`src/rtl/flyby_dma_pkg.sv`:
```
package flyby_dma_pkg;

    typedef enum logic [1:0] {
        PH_IDLE = 2'd0,
        PH_WAIT = 2'd1,
        PH_MOVE = 2'd2
    } phase_e;

    localparam logic [1:0] SEL_ADDR  = 2'd0;
    localparam logic [1:0] SEL_COUNT = 2'd1;
    localparam logic [1:0] SEL_CTRL  = 2'd2;

    localparam int CTRL_EN_BIT    = 0;
    localparam int CTRL_DIR_BIT   = 1;
    localparam int CTRL_BURST_BIT = 2;

endpackage

```
`src/rtl/dma_chan_regs.sv`:
```
module dma_chan_regs
    import flyby_dma_pkg::*;
#(
    parameter int ADDR_W = 16,
    parameter int CNT_W  = 16,
    parameter int REG_W  = 16
) (
    input  logic              clk,
    input  logic              rst_n,
    input  logic              cfg_we,
    input  logic [1:0]        cfg_sel,
    input  logic [REG_W-1:0]  cfg_wdata,
    input  logic              step,
    output logic [ADDR_W-1:0] cur_addr,
    output logic              chan_en,
    output logic              chan_dir,
    output logic              chan_burst,
    output logic              last_word,
    output logic              tc_pulse
);

    localparam logic [CNT_W-1:0]  CNT_ONE  = CNT_W'(1);
    localparam logic [ADDR_W-1:0] ADDR_ONE = ADDR_W'(1);

    typedef struct packed {
        logic [ADDR_W-1:0] addr;
        logic [CNT_W-1:0]  cnt;
        logic              en;
        logic              dir;
        logic              burst;
        logic              tc;
    } regs_t;

    regs_t r_d, r_q;

    always_comb begin
        r_d    = r_q;
        r_d.tc = 1'b0;
        if (cfg_we && !r_q.en) begin
            case (cfg_sel)
                SEL_ADDR:  r_d.addr = cfg_wdata[ADDR_W-1:0];
                SEL_COUNT: r_d.cnt  = cfg_wdata[CNT_W-1:0];
                SEL_CTRL: begin
                    r_d.dir   = cfg_wdata[CTRL_DIR_BIT];
                    r_d.burst = cfg_wdata[CTRL_BURST_BIT];
                    r_d.en    = cfg_wdata[CTRL_EN_BIT] && (r_q.cnt != '0);
                end
                default: ;
            endcase
        end
        if (step && r_q.en) begin
            r_d.addr = r_q.addr + ADDR_ONE;
            r_d.cnt  = r_q.cnt - CNT_ONE;
            if (r_q.cnt == CNT_ONE) begin
                r_d.en = 1'b0;
                r_d.tc = 1'b1;
            end
        end
    end

    always_ff @(posedge clk) begin
        if (!rst_n) r_q <= '0;
        else        r_q <= r_d;
    end

    assign cur_addr   = r_q.addr;
    assign chan_en    = r_q.en;
    assign chan_dir   = r_q.dir;
    assign chan_burst = r_q.burst;
    assign last_word  = (r_q.cnt == CNT_ONE);
    assign tc_pulse   = r_q.tc;

endmodule

```
`src/rtl/dma_chan_seq.sv`:
```
module dma_chan_seq
    import flyby_dma_pkg::*;
(
    input  logic   clk,
    input  logic   rst_n,
    input  logic   dreq,
    input  logic   hlda,
    input  logic   chan_en,
    input  logic   chan_burst,
    input  logic   last_word,
    output phase_e phase,
    output logic   step
);

    typedef struct packed {
        phase_e ph;
    } seq_t;

    seq_t s_d, s_q;

    always_comb begin
        s_d = s_q;
        case (s_q.ph)
            PH_IDLE: begin
                if (chan_en && dreq) s_d.ph = PH_WAIT;
            end
            PH_WAIT: begin
                if (hlda && dreq)             s_d.ph = PH_MOVE;
                else if (!chan_burst && !dreq) s_d.ph = PH_IDLE;
            end
            PH_MOVE: begin
                if (last_word || !chan_burst) s_d.ph = PH_IDLE;
                else if (hlda && dreq)        s_d.ph = PH_MOVE;
                else                          s_d.ph = PH_WAIT;
            end
            default: s_d.ph = PH_IDLE;
        endcase
    end

    always_ff @(posedge clk) begin
        if (!rst_n) s_q <= '{ph: PH_IDLE};
        else        s_q <= s_d;
    end

    assign phase = s_q.ph;
    assign step  = (s_q.ph == PH_MOVE);

endmodule

```
`src/rtl/dma_bus_drive.sv`:
```
module dma_bus_drive
    import flyby_dma_pkg::*;
#(
    parameter int ADDR_W = 16
) (
    input  phase_e            phase,
    input  logic              chan_dir,
    input  logic [ADDR_W-1:0] cur_addr,
    output logic              hrq,
    output logic              bus_oe,
    output logic              dack,
    output logic [ADDR_W-1:0] mem_addr,
    output logic              memr,
    output logic              memw,
    output logic              ior,
    output logic              iow
);

    logic moving;

    always_comb begin
        moving   = (phase == PH_MOVE);
        hrq      = (phase != PH_IDLE);
        bus_oe   = moving;
        dack     = moving;
        mem_addr = moving ? cur_addr : '0;
        memr     = moving &&  chan_dir;
        iow      = moving &&  chan_dir;
        memw     = moving && !chan_dir;
        ior      = moving && !chan_dir;
    end

endmodule

```
`src/rtl/flyby_dma.sv`:
```
module flyby_dma
    import flyby_dma_pkg::*;
#(
    parameter int ADDR_W = 16,
    parameter int CNT_W  = 16,
    parameter int REG_W  = 16
) (
    input  logic              clk,
    input  logic              rst_n,
    input  logic              cfg_we,
    input  logic [1:0]        cfg_sel,
    input  logic [REG_W-1:0]  cfg_wdata,
    input  logic              dreq,
    output logic              dack,
    output logic              hrq,
    input  logic              hlda,
    output logic              bus_oe,
    output logic [ADDR_W-1:0] mem_addr,
    output logic              memr,
    output logic              memw,
    output logic              ior,
    output logic              iow,
    output logic              tc
);

    logic [ADDR_W-1:0] cur_addr;
    logic              ctl_en, ctl_dir, ctl_burst, last_word, step;
    phase_e            phase;

    dma_chan_regs #(.ADDR_W(ADDR_W), .CNT_W(CNT_W), .REG_W(REG_W)) u_regs (
        .clk(clk), .rst_n(rst_n), .cfg_we(cfg_we), .cfg_sel(cfg_sel),
        .cfg_wdata(cfg_wdata), .step(step), .cur_addr(cur_addr),
        .chan_en(ctl_en), .chan_dir(ctl_dir), .chan_burst(ctl_burst),
        .last_word(last_word), .tc_pulse(tc)
    );

    dma_chan_seq u_seq (
        .clk(clk), .rst_n(rst_n), .dreq(dreq), .hlda(hlda),
        .chan_en(ctl_en), .chan_burst(ctl_burst), .last_word(last_word),
        .phase(phase), .step(step)
    );

    dma_bus_drive #(.ADDR_W(ADDR_W)) u_drive (
        .phase(phase), .chan_dir(ctl_dir), .cur_addr(cur_addr),
        .hrq(hrq), .bus_oe(bus_oe), .dack(dack), .mem_addr(mem_addr),
        .memr(memr), .memw(memw), .ior(ior), .iow(iow)
    );

endmodule

```
`config.mk`:
```
export PLATFORM = sky130hd
export DESIGN_NAME = flyby_dma
export DESIGN_NICKNAME = d
export VERILOG_FILES = /design/src/rtl/flyby_dma_pkg.sv /design/src/rtl/dma_chan_regs.sv /design/src/rtl/dma_chan_seq.sv /design/src/rtl/dma_bus_drive.sv /design/src/rtl/flyby_dma.sv
export SDC_FILE = /design/constraint.sdc
export NUM_CORES = 1
export LEC_CHECK = 0
export BUFFER_PORTS_ARGS = -buffer_cell sky130_fd_sc_hd__buf_4
export CAP_MARGIN = 0
export CORE_MARGIN = 1
export CORE_UTILIZATION = 40
export CTS_BUF_LIST = sky130_fd_sc_hd__clkbuf_8 sky130_fd_sc_hd__clkbuf_16
export DETAILED_ROUTE_END_ITERATION = 10
export MAX_ROUTING_LAYER = met4
export PLACE_DENSITY = 0.64
export SLEW_MARGIN = 25
export SYNTH_ARGS = -nofsm -noshare
export SYNTH_HDL_FRONTEND = slang
export SYNTH_SLANG_ARGS = --single-unit
```
`constraint.sdc`:
```
create_clock -name clk -period 1.84 [get_ports clk]
set_input_delay 0.276 -clock clk [delete_from_list [all_inputs] [get_ports clk]]
set_output_delay 0.276 -clock clk [all_outputs]
set_load 0.02 [all_outputs]
```
Yosys cells after proc, flatten, opt, wreduce, memory -nomap -nowiden. Cells that the tools add are included. Widths: inputs -> output; s select.

Mux-type cells: 14. Add/subtract/negate cells: 2. Equality and inequality tests: 7. Reductions and logical operators: 25.

Operators with widths (number): $mux 16 (3); $mux 35 (1); $mux 33 (1); $add 16x1->16 const B (1); $eq 16x1->1 const B (1); $reduce_bool 16->1 (1); $sub 16x1->16 const B (1); $mux 2 (5); $reduce_and 2->1 (5); $logic_and 1x1->1 (8); $reduce_bool 2->1 (4); $pmux 2 s3 (1); $eq 2x1->1 const B (2); $eq 2x2->1 const B (2); $logic_not 1->1 (4); $logic_not 2->1 (2); $mux 3 (1); $ne 3x1->1 const B (1); $mux 1 (2); $ne 2x1->1 const B (1); $logic_or 1x1->1 (1).

Register bits after elaboration: 38. Word-level logic and storage cells: 55.

Depth between registers and ports, before layout.
Depth in word-level cells: 6. Mapped depth: 7. Gate-level depth less buffers: 6.

Cells and area by module. A second synthesis with hierarchy kept.

Cells, all modules: 326. Area total of the unflattened synthesis: 2703.8 um^2.

By module, submodules not included: dma_chan_regs (cells each 285, sequential area each 720.7 um^2, area an instance 2337.2 um^2, instances 1); dma_bus_drive (cells each 27, sequential area each 0.0 um^2, area an instance 229.0 um^2, instances 1); dma_chan_seq (cells each 14, sequential area each 40.0 um^2, area an instance 137.6 um^2, instances 1).

Worst setup path after synthesis. Ideal clock, no wire load.

Kind: reg2reg. Start point: register u_regs.r_q[4] (netlist bit). End point: register u_regs.r_q[16] (netlist bit). Required time: 1766 ps. Setup time: 74 ps. Data arrival time: 1697 ps. Slack: 69 ps. Cell stages (with the launch flop): 6. Period minus slack after synthesis: 1771 ps. Path buffers: 0. Cells stage by stage: dfxtp_1 > inv_1 > ha_1 > or4b_4 > or4_1 > a31oi_1.

Cells in the longest elaborated chain, start to end: 2.

RTL lines: from (decl) (line dma_chan_regs.sv:34) `regs_t r_d, r_q;`; from (signal assigned) (line dma_chan_regs.sv:63) `else r_q <= r_d;`; $sub 16x1->16 (line dma_chan_regs.sv:53) `r_d.cnt = r_q.cnt - CNT_ONE;`; $mux 33 (line dma_chan_regs.sv:51) `if (step && r_q.en) begin`.

Every way passes these cells. A chain may end at the register's enable or synchronous reset.

Worst setup path after layout.
Start point: register u_regs.r_q[5] (netlist bit). End point: register u_regs.r_q[16] (netlist bit).

Same word-level chain as after synthesis.

==> summary.md <==
| Metric | Value |
|---|---|
| Cts bufs inserted | 5 |
| Crit. Startpoint | u_regs.r_q[5] |
| Max IR drop VDD | 0.281 mV |
| Iter 0 DRT Violations | 251 |
| Lkg Pwr | 0.00131 uW |
| Post-synthesis compound-gate area fraction | 0.291 |
| Clock Pin Slew Worst Setup and Hold Paths | 0.08 ns |
| Slew Viols, Final | 0 |
| Setup TNS | 0 ns |
| Peak Freq | 552 MHz |
| Final-report hold violation count | 0 |
| Post-synthesis simple-gate area fraction | 0.284 |
| Tcrit/Tclk final | 0.985 |
| Antenna violations before repair | 0 |
| Synth Register Bits | 38 |
| TritonCTS Sinks | 38 |
| Slew headroom | 0.633 |
| IO Port Bufs | 46 |
| Critical Path RT | 2.05 ns |
| Pin count of the biggest net entering global routing | 20 |
| CTS root buf | clkbuf_8 |
| Fin crit period | 1.81 ns |
| Yosys cell types | 56 |
| Maximum clock path buffer count | 2 |
| I/O pin count | 47 |
| Clock network power share | 0.419 |
| Die Wd | 81.2 um |
| Post-synth EDFFs | 0 |
| RSZ-0062 raised after global routing | yes |
| Final setup skew | 0.0160 ns |
| Syn avg cell area | 7.93 um^2 |
| Die height | 81.2 um |
| Setup CP Type | flop to flop |
| Nets | 401 |
| Int Pwr | 1600 uW |
| Clk Latency, worst-skew pair | 0.31 ns |
| Rows | 28 |
| Reg-to-reg startpoint | u_regs.r_q[5] |
| Cell area power density | 677 nW/um^2 |
| Status | complete, no violations |
| Final std cells w/o fill | 451 |
| Final setup violation count | 0 |
| Seq pwr share | 0.403 |
| DP Wirelength | 5.92 mm |
| Antenna Nets Post-Route | 0 |
| Final Util | 0.537 |
| Met1 usage | 0.354 |
| Core ar. | 5990 um^2 |
| Final Wtd Congestion | 0.939 |
| Crit path max fanout | 4 |
| Share of post-route cells with drive strength above 1 | 0.263 |
| Min-delay worst type | input port to flop |
| Via density | 6.27 |
| # fillers | 578 |
| Top_reg_cell synth | dfxtp_1 |
| Max-cap violations | 0 |
| Antenna Cells | 0 |
| CP Launch Type | flop |
| YS warnings | 0 |
| # DRC | 0 |
| Vias in the first global route | 2581 |
| RR Endpoint | u_regs.r_q[16] |
| Comb power frac | 0.178 |
| CP endpoint | u_regs.r_q[16] |
| Mapped Cells | 316 |
| XOR/XNOR Fraction of Synth Area | 0 |
| R2r setup slk | 0.03 ns |
| Initial Utilization | 0.418 |
| Vias post-DR | 2829 |
| GRT Overall Usage | 0.264 |
| Yosys top cell by area | dfxtp_1 |
| Post-Syn Nets | 342 |
| Arrival time of the worst setup path | 2.03 ns |
| Synth Area in Adders | 0.0150 |
| GR Layer Usage met2 | 0.405 |
| Layout area overhead | 28.5% |
| Top Usage Layer GRT | met2 |
| Area contributors post-synth | dfxtp_1 (30%), a21oi_1 (5.6%), a31oi_1 (4.0%), nor3_1 (3.8%), and3_1 (3.7%) |
| Htree depth | 2 |
| CTS tree | yes |
| Setup crit end kind | flop |
| Dpl cells | 442 |
| Drt first pass iters | 5 |
| Sequential area share after synthesis | 0.304 |
| Post-DR wirelength/cell | 18.2 um |
| Net Sw Frac | 0.266 |
| R2R cell count | 5 |
| Worst-Margin Slew | 0.550 ns |
| Routed WL | 8.20 mm |
| Share of flip-flops with an asynchronous set or reset | 0 |
| Post-Syn Area | 2510 um^2 |
| Post-synth top area share | 0.304 |
| Met3 Resource Use GR | 0.0393 |
| Mux cell area share after synthesis | 0.0200 |
| Most common cell after layout, fill and taps aside | buf_4 |
| Most frequent cells in the layout | buf_4 (74), dfxtp_1 (38), a21oi_1 (28), nand2_1 (21), nor3_1 (18) |
| GRT Residual Overflow | 0 |
| Combinational family with the most area after synthesis | compound AO/OA/AOI/OAI gates |
| Net Sw Power | 579 uW |
| Die area | 6590 um^2 |
| First-pass GRT wire length | 12.8 mm |
[power groups by stage]
stage / Combinational (uW) / Sequential, uW / Clock, uW
2_1_floorplan: 230 / 885 / 0
4_1_cts: 374 / 877 / 918
3_5_place_dp: 371 / 895 / 0
6_report: 388 / 878 / 915
5_1_grt: 421 / 883 / 951
3_3_place_gp: 371 / 895 / 0
[cells in the mapped netlist (2+ instances only)]
| cell | count |
|---|---|
| o221ai_1 | 2 |
| buf_2 | 4 |
| clkbuf_8 | 2 |
| nor4_1 | 8 |
| o221a_2 | 3 |
| o21a_1 | 3 |
| or4_1 | 4 |
| o31ai_1 | 3 |
| buf_6 | 3 |
| mux2i_1 | 5 |
| nand2_1 | 21 |
| inv_1 | 13 |
| o311ai_0 | 4 |
| buf_4 | 5 |
| o211ai_1 | 4 |
| nor3_1 | 19 |
| o2111ai_1 | 2 |
| dfxtp_1 | 38 |
| nand3b_1 | 6 |
| a21oi_1 | 28 |
| a22o_1 | 2 |
| nor2_1 | 14 |
| or4b_4 | 2 |
| nand4_1 | 7 |
| a221oi_1 | 2 |
| and3b_1 | 2 |
| nand3_1 | 12 |
| nor4b_1 | 2 |
| a21o_1 | 4 |
| a211oi_1 | 11 |
| or3_1 | 2 |
| ha_1 | 3 |
| and3_1 | 15 |
| clkbuf_1 | 9 |
| o21ai_0 | 11 |
| a41o_1 | 3 |
| and2_1 | 4 |
| a31oi_1 | 16 |
[kinds of logic after synthesis]
family | count (synthesis)
mux | 5
buf+inv | 38
simple gates | 125
flops | 38
fa+ha+maj | 3
compound gates | 107
[cell type report]
cell class                      instances  area [um^2]  share of cell area
Clock inverter                          2         60.1              0.0187
Multi-Input combinational cell        240         1560               0.484
Tap cell                               75         93.8              0.0291
Inverter                               13         48.8              0.0152
Sequential cell                        38          761               0.236
Clock buffer                            6         82.6              0.0257
Timing Repair Buffer                   77          616               0.191
[per-layer routing]
metal / vias up / wire [um]
met5: - / 0
met1: 1325 / 3780
met2: 149 / 3740
met3: 13 / 555
met4: 0 / 132
li1: 1342 / -
[worst min path at each step]
stage                       from             end  slack (ns)  depth (start not counted)
2_1_floorplan               hlda  u_seq.phase[1]        0.40                          2
3_3_place_gp   u_regs.chan_burst  u_seq.phase[1]        0.50                          2
3_5_place_dp   u_regs.chan_burst  u_seq.phase[1]        0.50                          2
4_1_cts                     hlda  u_seq.phase[1]        0.23                          3
5_1_grt                     hlda  u_seq.phase[1]        0.25                          3
6_report                    hlda  u_seq.phase[1]        0.24                          3
[state kept, by name (all words and copies together) (netlist names)]
signal and flops:
u_regs.cur_addr 16, u_regs.r_q 16, u_seq.phase 2, u_regs.chan_burst 1, u_regs.chan_dir 1, u_regs.chan_en 1
u_regs.tc_pulse 1
[worst max-delay path, stage by stage, from the launching register on]
cell and delay, ns:
dfxtp_1 0.33, inv_2 0.10, ha_4 0.16, or4b_4 0.48
or4_1 0.48, a31oi_1 0.19
[metrics by stage]
stage	power, uW	area, um^2	setup WS (ns)	hold WS [ns]
3_3_place_gp	1270	3040	0.109	0.501
2_1_floorplan	1110	2510	0.0690	0.404
4_1_cts	2170	3190	0.0345	0.234
5_1_grt	2260	3220	-0.0411	0.251
3_5_place_dp	1270	3040	0.0215	0.505
6_report	2180	3220	0.0284	0.239
[timing repair]
item	in CTS	in global routing
resized for setup	2	5
endpoints found under the setup margin	1	8
cloned	0	0
pin swaps	1	2
hold buffers	0	0
buffers inserted	0	1
Note: power is estimated with default switching activity, not from simulation.
